--- config.mk ---
export PLATFORM = sky130hd
export DESIGN_NAME = clkgen_mode_ctrl
export DESIGN_NICKNAME = d
export VERILOG_FILES = /design/src/rtl/clkgen_mode_ctrl.sv
export SDC_FILE = /design/constraint.sdc
export NUM_CORES = 1
export LEC_CHECK = 0
export ABC_AREA = 1
export BUFFER_PORTS_ARGS = -buffer_cell sky130_fd_sc_hd__buf_2
export CORE_MARGIN = 2
export CORE_UTILIZATION = 54
export CTS_CLUSTER_DIAMETER = 80
export DETAILED_ROUTE_END_ITERATION = 12
export GPL_ROUTABILITY_DRIVEN = 1
export GPL_TIMING_DRIVEN = 0
export PLACE_DENSITY = 0.84
export SLEW_MARGIN = 0
export SYNTH_ARGS = -nofsm -noshare
export SYNTH_HDL_FRONTEND = slang
export SYNTH_SLANG_ARGS = --single-unit
export TNS_END_PERCENT = 10
--- constraint.sdc ---
create_clock -name clk -period 2.7 [get_ports clk]
set_input_delay 0.27 -clock clk [delete_from_list [all_inputs] [get_ports clk]]
set_output_delay 0.27 -clock clk [all_outputs]
set_load 0.02 [all_outputs]
--- src/rtl/clkgen_mode_ctrl.sv ---
module clkgen_mode_ctrl #(
  parameter int LATENCY    = 4,
  parameter int RDIV_W     = 3,
  parameter int VDIV_W     = 5,
  parameter int REF_DIV_OK = 2,
  parameter int VDIV_MAX   = 24
) (
  input  logic              clk,
  input  logic              rst_n,
  input  logic [1:0]        src_sel,
  input  logic              pll_sel,
  input  logic              low_pwr,
  input  logic [RDIV_W-1:0] ref_div,
  input  logic [VDIV_W-1:0] vco_div,
  output logic [2:0]        mode,
  output logic [1:0]        src_stat,
  output logic              pll_stat,
  output logic              div_err,
  output logic              illegal
);
  localparam logic [2:0] M_FBI = 3'd0, M_FBE = 3'd1, M_PBE = 3'd2,
                         M_PEE = 3'd3, M_BLPI = 3'd4, M_BLPE = 3'd5;
  localparam int PW = 3;
  localparam int CW = $clog2(LATENCY + 1);
  localparam logic [RDIV_W-1:0] RDIV_GOOD = RDIV_W'(REF_DIV_OK);
  localparam logic [VDIV_W-1:0] VDIV_TOP  = VDIV_W'(VDIV_MAX);
  localparam logic [CW-1:0]     SETTLED   = CW'(LATENCY);

  function automatic logic [3:0] decode(input logic [1:0] s, input logic p, input logic l);
    case (s)
      2'b10:   return l ? {1'b1, M_BLPE} : (p ? {1'b1, M_PBE} : {1'b1, M_FBE});
      2'b01:   return l ? {1'b1, M_BLPI} : {1'b1, M_FBI};
      2'b00:   return (p && !l) ? {1'b1, M_PEE} : 4'b0000;
      default: return 4'b0000;
    endcase
  endfunction

  function automatic logic allowed(input logic [2:0] a, input logic [2:0] b);
    case ({a, b})
      {M_PEE, M_PBE},  {M_PBE, M_PEE},
      {M_PBE, M_BLPE}, {M_BLPE, M_PBE},
      {M_PBE, M_FBE},  {M_FBE, M_PBE},
      {M_BLPE, M_FBE}, {M_FBE, M_BLPE},
      {M_FBE, M_FBI},  {M_FBI, M_FBE},
      {M_FBI, M_BLPI}, {M_BLPI, M_FBI}: return 1'b1;
      default: return a == b;
    endcase
  endfunction

  function automatic logic [1:0] src_code(input logic [2:0] m);
    case (m)
      M_PEE:         return 2'b00;
      M_FBI, M_BLPI: return 2'b01;
      default:       return 2'b10;
    endcase
  endfunction

  logic [3:0]           req;
  logic                 bad;
  logic [2:0]           nxt_mode;
  logic                 applied, nxt_applied;
  logic [PW*LATENCY-1:0] pipe;
  logic [PW-1:0]        tgt;

  assign req = decode(src_sel, pll_sel, low_pwr);
  assign bad = !req[3] ||
               (req[2:0] != mode && (!allowed(mode, req[2:0]) ||
                                     (req[2:0] == M_FBE && ref_div != RDIV_GOOD)));
  assign nxt_mode = bad ? mode : req[2:0];
  assign tgt = {src_code(mode), applied};

  always_comb begin
    case (nxt_mode)
      M_PEE, M_PBE: nxt_applied = 1'b1;
      M_BLPE:       nxt_applied = applied;
      default:      nxt_applied = 1'b0;
    endcase
  end

  always_ff @(posedge clk) begin
    if (!rst_n) begin
      mode    <= M_FBI;
      applied <= 1'b0;
      illegal <= 1'b0;
      div_err <= 1'b0;
    end else begin
      mode    <= nxt_mode;
      applied <= nxt_applied;
      illegal <= illegal | bad;
      div_err <= (ref_div != RDIV_GOOD) || (pll_sel && vco_div > VDIV_TOP);
    end
  end

  generate
    if (LATENCY > 1) begin : g_chain
      always_ff @(posedge clk) begin
        if (!rst_n) pipe <= {LATENCY{3'b010}};
        else        pipe <= {pipe[PW*LATENCY-PW-1:0], tgt};
      end
    end else begin : g_single
      always_ff @(posedge clk) begin
        if (!rst_n) pipe <= 3'b010;
        else        pipe <= tgt;
      end
    end
  endgenerate

  assign src_stat = pipe[PW*LATENCY-1 -: 2];
  assign pll_stat = pipe[PW*LATENCY-3];

  logic [CW-1:0] settle;
  always_ff @(posedge clk) begin
    if (!rst_n)                settle <= SETTLED;
    else if (nxt_mode != mode) settle <= '0;
    else if (settle != SETTLED) settle <= settle + 1'b1;
  end

  assert_legal_edge_R3: assert property (@(posedge clk) disable iff (!rst_n)
    (mode != $past(mode)) |-> allowed($past(mode), mode));
  assert_mode_range_R2: assert property (@(posedge clk) disable iff (!rst_n)
    mode <= M_BLPE);
  assert_sticky_R3: assert property (@(posedge clk) disable iff (!rst_n)
    illegal |=> illegal);
  assert_src_settled_R4: assert property (@(posedge clk) disable iff (!rst_n)
    (settle == SETTLED) |-> (src_stat == src_code(mode)));
  assert_blpe_hold_R6: assert property (@(posedge clk) disable iff (!rst_n)
    (mode == M_BLPE && $past(mode) == M_BLPE && settle == SETTLED && $past(settle) == SETTLED)
      |-> $stable(pll_stat));
  assert_fbe_div_R7: assert property (@(posedge clk) disable iff (!rst_n)
    (mode == M_FBE && $past(mode) != M_FBE) |-> ($past(ref_div) == RDIV_GOOD));
endmodule

Yosys cells after proc, flatten, opt, wreduce, memory -nomap -nowiden
Index checks and enable logic that the tools add are counted.
- order comparisons: 1
- eq/ne operators: 23
- muxes and demuxes: 9
- bitwise gates (word level): 1
- reduce and logical (&&, ||, !) cells: 15
- operators by type and width (cell ; number):
    $eq 6x5->1 const B ; 4
    $eq 6x4->1 const B ; 3
    $eq 6x6->1 const B ; 3
    $pmux 4 s3 ; 1
    $reduce_or 12->1 ; 1
    $eq 3x2->1 const B ; 3
    $mux 3 ; 3
    $eq 3x3->1 const B ; 2
    $eq 6x1->1 const B ; 1
    $eq 6x3->1 const B ; 1
    $gt 5x5->1 const B ; 1
    $logic_and 1x1->1 ; 4
    $mux 4 ; 1
    $pmux 2 s2 ; 1
    $reduce_or 2->1 ; 2
    $eq 3x1->1 const B ; 1
    $eq 3x3->1 ; 1
    $logic_not 1->1 ; 3
    $logic_not 3->1 ; 1
    $logic_or 1x1->1 ; 3
    $ne 3x2->1 const B ; 1
    $ne 3x3->1 ; 1
    $eq 2x1->1 const B ; 1
    $eq 2x2->1 const B ; 1
    5 further kinds ; 5
- register bits after elaboration: 18
- word-level logic and storage cells: 54

Longest topological paths before layout
Gate-level depths: netlist (run 1).
- depth after elaboration: 15
- depth in mapped cells: 16
- mapped depth without buffers: 16

Least setup slack after synthesis (run 1)
No wires, ideal clock.
- path kind: register to register
- start point: register mode[1]
- end point: register applied
- setup time: 113 ps
- arrival: 1536 ps
- required time: 2587 ps
- path slack: 1052 ps
- stages on the path, launching flop included: 14
- path buffers: 0
- period minus slack after synthesis: 1648 ps
- cell sequence: dfxtp_1 > inv_1 > nor2_2 > nand3_1 > a21oi_1 > nand2_1 > nand3_2 > nand2_2 > nand2_2 > nand2_2 > nand2_1 > nand2_2 > nand3_1 > nand2_1
- word-level cells in the longest chain between the ends: 11
- elaborated cells on any way between the ends: 26
- ends and longest elaborated chain (what ; line ; source):
    start: declaration ; 15 ; output logic [2:0] mode,
    start signal: assignment ; 87 ; mode <= nxt_mode;
    $eq 6x5->1 (tied with other cells) ; 39 ; case ({a, b})
    $reduce_or 12->1 ; 39 ;
    $mux 1 ; 39 ;
    $logic_not 1->1 ; 67 ; (req[2:0] != mode && (!allowed(mode, req[2:0]) ||
    $logic_or 1x1->1 ; 67 ;
    $logic_and 1x1->1 ; 67 ;
    $logic_or 1x1->1 ; 66 ; assign bad = !req[3] ||
    $mux 3 * ; 69 ; assign nxt_mode = bad ? mode : req[2:0];
    $eq 3x2->1 ; 73 ; case (nxt_mode)
    $reduce_or 2->1 ; 73 ;
    $pmux 1 s2 ; 73 ;
    end signal: assignment ; 88 ; applied <= nxt_applied;
    end: declaration ; 61 ; logic applied, nxt_applied;
Every way passes the cells marked *; elsewhere a longest branch is shown, timed or not.
A chain may end at the register's enable or synchronous reset.

Final worst setup path (run 1)
Ends and elaborated chain as after synthesis.

==> metrics.csv, run 1 <==
stage,metric,value,unit
outcome,status,finished clean,
setup_path,slowest cell on the critical path,dfxtp_1,
setup_path,Worst R2R Setup Slack,0.95,ns
synthesis,Netlist cell types,24,
layout,# fillers,135,
layout,Layout Utilization,67.98,%
flow_run,max cap viols,0,
global_routing,largest net degree at the start of global routing,11,
layout,fin nets,156,
sta,setup TNS,0,ns
route,DRC errors left,0,
setup_path,crit-path cells,inv_1 > nor2_2 > nand3_1 > a21oi_1 > nand2_1 > nand3_2 > nand2_2 > nand2_2 > nand2_2 > nand2_1 > nand2_2 > nand3_1 > nand2_1,
die,core box area,1489,um^2
clocking,TritonCTS clock tree,yes,
placement,global placement routability congestion,0.9332,
sta,Slew HR,73.13,%
setup_path,reg-to-reg startpoint,mode[1],
die,die area,1909,um^2
setup_path,type of origin of the critical path,flop,
placement,IO Port Bufs,21,
setup_path,worst r2r path cells,13,
clocking,"Clk pin slew, worst setup/hold paths",0.10,ns
layout,Area growth syn-to-layout,18.97,%
synthesis,Syn Inst Count,116,
clocking,# H-tree levels,1,
sta,final setup vio count,0,
setup_path,"Top cell by count, worst path",nand2_2,
clocking,clk sink count,18,
sta,crit path time final,1.755,ns
die,initial core utilization,57.14,%
sta,Final Hold Vio Count,0,
clocking,CTS Hold Bufs,0,
route,drt via density,5.083,
clocking,number of buffers created by CTS,3,
synthesis,Post-Syn Area per Cell,7.335,um^2
min_path,Hold Path Sink,div_err,
power_and_ir_drop,Lkg Pwr,0.5561,nW
route,DR pass1 iterations,4,
global_routing,initial antenna violation count,0,
clocking,post-CTS setup buffers,0,
sta,actual slew at the worst max-slew pin,0.4031,ns
synthesis,Synth warnings,0,
global_routing,first-pass GRT wire length,2601,um
min_path,WHS Path Cells,3,
route,remaining antenna violation count after routing,0,
clocking,clk buf depth,2,
synthesis,ys flop type,dfxtp_1,
min_path,hold path startpoint,vco_div[4],
synthesis,post-synthesis cell area,850.8,um^2
setup_path,"Largest delay share family, worst path",simple AND/OR/NAND/NOR gates,
setup_path,worst stage delay on the critical path,0.49,ns
global_routing,total track usage,18.76,%
synthesis,post-synthesis sequential area ratio,42.35,%
sta,f_max,569.9,MHz
setup_path,worst flop-to-flop path endpoint,applied,
setup_path,crit-path max FO,8,
sta,"Period Utilization, post-route",64.98,%
route,drt wl/cell,10.39,um
synthesis,count of flip-flops with a built-in enable after synthesis,0,
sta,"Slew Viols, Final",0,
synthesis,ys async rst share,0,%
setup_path,Worst Setup End Kind,flop,
sta,RSZ-0062 raised after global routing,false,
sta,Clock Skews,0.003949,ns
synthesis,Yosys reg bits,18,
layout,layout cells sized above 1,34.04,%
setup_path,buffers and inverters on the worst path,1,
power_and_ir_drop,pwr dens,628.5,nW/um^2
die,DIE WIDTH,43.70,um
global_routing,grt total ovfl,0,
global_routing,number of global-route vias before repair,671,
route,Initial DRC Count,18,
die,num rows,14,
die,Die Height,43.70,um
synthesis,syn nets,130,
die,I/O pin cnt,22,
clocking,Root Driver,clkbuf_4,
clocking,post-CTS resize count,0,
setup_path,critical path data required time,2.89,ns
placement,dpl hpwl,1254,um
route,routed vias,798,
power_and_ir_drop,Peak VDD IR,0.4731,mV
clocking,clk_lat worst skew,0.29,ns
layout,# diodes,0,
min_path,Hold Path Class,in -> reg,
setup_path,crit path DAT,1.95,ns
route,Total Routed Length,1631,um
setup_path,critical path class,reg -> reg,
-- sequential cells by signal, indices dropped and copies added (netlist names) --
| signal | flops |
|---|---|
| pipe | 12 |
| mode | 3 |
| div_err | 1 |
| applied | 1 |
| illegal | 1 |
-- worst register-to-register path: stages, from the launching register on --
cell	delay [ns]
dfxtp_1	0.49
inv_1	0.14
nor2_2	0.14
nand3_1	0.10
a21oi_1	0.13
nand2_1	0.08
nand3_2	0.07
nand2_2	0.05
nand2_2	0.09
nand2_2	0.08
nand2_1	0.10
nand2_2	0.07
nand3_1	0.08
nand2_1	0.06
-- area by class of cell --
class,count,area [um^2],share of cell area [%]
Multi-Input combinational cell,75,396.6,39.18
Sequential cell,18,360.3,35.60
Tap cell,16,20.02,1.978
Buffer,3,18.77,1.854
Inverter,20,75.07,7.417
Timing Repair Buffer,21,105.1,10.38
Clock buffer,4,36.28,3.585
-- layout by cell type (no fill, tap or decap), types with 2 or more instances in the layout --
master,n
nand2_1,23
buf_2,21
dfxtp_1,18
inv_1,15
nand2_2,9
nand3_1,7
nand4_1,6
nor2_1,6
a21oi_1,6
inv_2,4
or2_2,3
clkbuf_4,3
nand3_2,2
o21ai_0,2
nor2_2,2
xor2_1,2
buf_4,2
-- metal layers --
layer  vias to the layer above  track usage [%]  part of all wire, %
li1                        415                -                    -
met1                       349            22.55                   44
met2                        32            30.59                   46
met3                         2            7.917                  8.7
met4                         0            5.455                 0.61
met5                         -                0                    0
-- synth_stat cells (all sizes together), types with 2 or more instances --
| cell type | n | area (um^2) |
|---|---|---|
| nand2 | 33 | 153.9 |
| inv | 19 | 71.31 |
| dfxtp | 18 | 360.4 |
| nand3 | 9 | 55.05 |
| nor2 | 8 | 35.03 |
| a21oi | 6 | 30.03 |
| nand4 | 6 | 37.54 |
| o21ai | 3 | 15.01 |
| or2 | 3 | 18.77 |
| buf | 2 | 15.01 |
| xor2 | 2 | 17.52 |
-- metrics by stage --
stage / setup WS (ns) / power, mW / cells / hold WS, ns / cell area, um^2
after floorplan: 1.052 / 0.4342 / 116 / 0.3905 / 850.8
after global placement: 1.021 / 0.4738 / 153 / 0.3924 / 975.9
after detailed placement: 0.9819 / 0.4816 / 153 / 0.3976 / 975.9
after CTS: 0.9624 / 0.6422 / 157 / 0.2325 / 1012
after global routing: 0.7455 / 0.6747 / 157 / 0.2330 / 1012
final: 0.9454 / 0.6362 / 157 / 0.2488 / 1012
-- worst max-delay path by stage --
stage / cells past startpoint / slack (ns) / end / start
after CTS: 13 / 0.96 / applied / mode[1]
final: 13 / 0.95 / applied / mode[1]
after detailed placement: 13 / 0.98 / applied / mode[1]
after global placement: 13 / 1.02 / applied / mode[1]
after floorplan: 13 / 1.05 / applied / mode[1]
after global routing: 14 / 0.75 / applied / mode[1]
-- power breakdown --
group / leakage, nW / internal (mW) / switching (mW)
Combinational: 0.388 / 0.0623 / 0.110
Sequential: 0.147 / 0.287 / 0.0174
Clock: 0.0210 / 0.0821 / 0.0776
Total: 0.556 / 0.431 / 0.205
-- cells by family (layout without fill, tap and decap cells) --
kind of cell	Yosys count	after routing	synth area share, %
simple gates	63	63	38.38
compound gates	10	10	6.176
flops	18	18	42.35
buf+inv	23	48	11.03
xor+xnor	2	2	2.059
Note: power is estimated with default switching activity, not from simulation.
==> run 2, diff against run 1 <==
- CORE_UTILIZATION: 54 -> 50
- PLACE_DENSITY: 0.84 -> 0.79
- clock period: 2.7 -> 1.7 ns (I/O delays scaled with it)
==> metrics.csv, run 2 (synthesized netlist as in run 1, its figures left out) <==
stage,metric,value,unit,change
layout,# diodes,0,,unchanged
route,remaining antenna violation count after routing,0,,unchanged
sta,crit path time final,1.575,ns,was 1.755 ns
outcome,status,finished clean,,unchanged
layout,max reg flops,12,,unchanged
min_path,hold path startpoint,vco_div[4],,unchanged
clocking,clk buf depth,2,,unchanged
setup_path,type of origin of the critical path,flop,,unchanged
power_and_ir_drop,Peak VDD IR,0.5477,mV,was 0.4731 mV
global_routing,initial antenna violation count,0,,unchanged
route,Initial DRC Count,10,,was 18
placement,dpl hpwl,1312,um,was 1254 um
power_and_ir_drop,Lkg Pwr,0.5846,nW,was 0.5561 nW
clocking,# H-tree levels,1,,unchanged
sta,f_max,634.8,MHz,was 569.9 MHz
route,DR pass1 iterations,4,,unchanged
clocking,Root Driver,clkbuf_4,,unchanged
sta,final setup vio count,0,,unchanged
sta,Final Hold Vio Count,0,,unchanged
flow_run,max cap viols,0,,unchanged
die,Die Height,45.25,um,was 43.70 um
setup_path,critical path data required time,1.94,ns,was 2.89 ns
setup_path,CP startpoint,mode[1],,unchanged
sta,worst-case setup margin in the final layout,0.1247,ns,was 0.9454 ns
sta,WHS,0.1406,ns,was 0.2488 ns
placement,DP Worst Slack,-0.01824,ns,was 0.9819 ns
placement,IO Port Bufs,21,,unchanged
die,initial core utilization,54.57,%,was 57.14%
clocking,number of buffers created by CTS,3,,unchanged
clocking,CTS Hold Bufs,0,,unchanged
route,routed vias,836,,was 798
setup_path,crit path DAT,1.81,ns,was 1.95 ns
clocking,TritonCTS clock tree,yes,,unchanged
global_routing,largest net degree at the start of global routing,11,,unchanged
die,core box area,1559,um^2,was 1489 um^2
setup_path,reg-to-reg startpoint,mode[1],,unchanged
layout,Area growth syn-to-layout,26.76,%,was 18.97%
sta,Slew HR,73.85,%,was 73.13%
route,Total Routed Length,1854,um,was 1631 um
layout,Regs by FF count,"pipe (12), mode (3)",,unchanged
route,drt wl/cell,11.59,um,was 10.39 um
route,DRC errors left,0,,unchanged
clocking,clk_lat worst skew,0.30,ns,was 0.29 ns
min_path,Hold Path Class,in -> reg,,unchanged
sta,actual slew at the worst max-slew pin,0.3922,ns,was 0.4031 ns
sta,Clock Skews,0.01321,ns,was 0.003949 ns
clocking,clk sink count,18,,unchanged
layout,"Most flops, register",pipe,,unchanged
setup_path,crit-path max FO,4,,was 8
power_and_ir_drop,pwr dens,995.4,nW/um^2,was 628.5 nW/um^2
die,DIE WIDTH,45.25,um,was 43.70 um
layout,"commonest non-fill, non-tap cell in the layout",buf_2,,was nand2_1
layout,fin nets,159,,was 156
route,drt via density,5.225,,was 5.083
global_routing,grt total ovfl,0,,unchanged
sta,"Slew Viols, Final",0,,unchanged
global_routing,number of global-route vias before repair,721,,was 671
power_and_ir_drop,Power Total,1.074,mW,was 636.2 uW
clocking,"Clk pin slew, worst setup/hold paths",0.11,ns,was 0.10 ns
die,num rows,14,,unchanged
placement,global placement routability congestion,0.8928,,was 0.9332
die,die area,2048,um^2,was 1909 um^2
layout,layout cells sized above 1,42.36,%,was 34.04%
global_routing,first-pass GRT wire length,2863,um,was 2601 um
global_routing,total track usage,19.52,%,was 18.76%
placement,Placed Instance Area,975.9,um^2,unchanged
layout,highest-count cells in the layout ignoring fill and taps,"buf_2, nand2_1, dfxtp_1, inv_1, nand2_2",,"was nand2_1, buf_2, dfxtp_1, inv_1, nand2_2"
die,I/O pin cnt,22,,unchanged
sta,setup TNS,0,ns,unchanged
setup_path,critical path class,reg -> reg,,unchanged
layout,final instance area,1079,um^2,was 1012 um^2
setup_path,Worst Setup End Kind,flop,,unchanged
sta,"Period Utilization, post-route",92.67,%,was 64.98%
==> run 2: worst paths after layout <==
path / end / slack [ns] / cells past startpoint
hold / removal: div_err / 0.14 / 3
setup / recovery: applied / 0.12 / 14
setup reg to reg: applied / 0.12 / 14
hold reg to reg: pipe[5] / 0.41 / 2
==> run 2: worst max-delay path, cell delays in order, from the launching register on <==
cell	delay, ns
dfxtp_4	0.39
inv_2	0.05
nor2_2	0.13
nand3_1	0.09
a21oi_1	0.15
nand2_1	0.08
nand3_2	0.08
nand2_2	0.07
nand2_4	0.08
nand2_4	0.07
nand2_2	0.07
nand2_2	0.06
nor2_1	0.08
nand2_1	0.06
nand2_1	0.05
==> run 2: repair_timing <==
action                     4_1_cts  5_1_grt
pin swaps                        0        2
setup endpoints to repair        1        5
resized for setup                1       13
buffers inserted                 0        3
==> run 2: layer usage <==
layer  global-route usage, %  share of wire [%]  vias to the layer above
li1                        -                  -                      419
met1                   22.81                 43                      373
met5                       0                  0                        -
met3                   3.600                6.3                        5
met2                   34.29                 48                       39
met4                   8.824                2.0                        0
==> run 2: cell type report <==
class | count | area [um^2]
fillers | 143 | 480.5
multi-input cells | 75 | 419.2
flip-flops and latches | 18 | 369.1
repair buffers | 24 | 140.1
inverters | 20 | 75.07
clock buffers | 4 | 36.28
well taps | 16 | 20.02
plain buffers | 3 | 18.77
==> run 2: stage by stage <==
step	utilization (%)	std cells
global route	69.18	160
CTS	65.01	157
detailed placement	62.60	153
global placement	62.60	153
floorplan	-	116
finish	69.18	160
==> run 2: power breakdown <==
part,internal (mW),leakage [nW],total (mW),switching (mW)
clock network,0.131,0.0210,0.264,0.134
logic,0.119,0.415,0.319,0.200
registers,0.459,0.149,0.491,0.0319
total,0.708,0.585,1.07,0.366
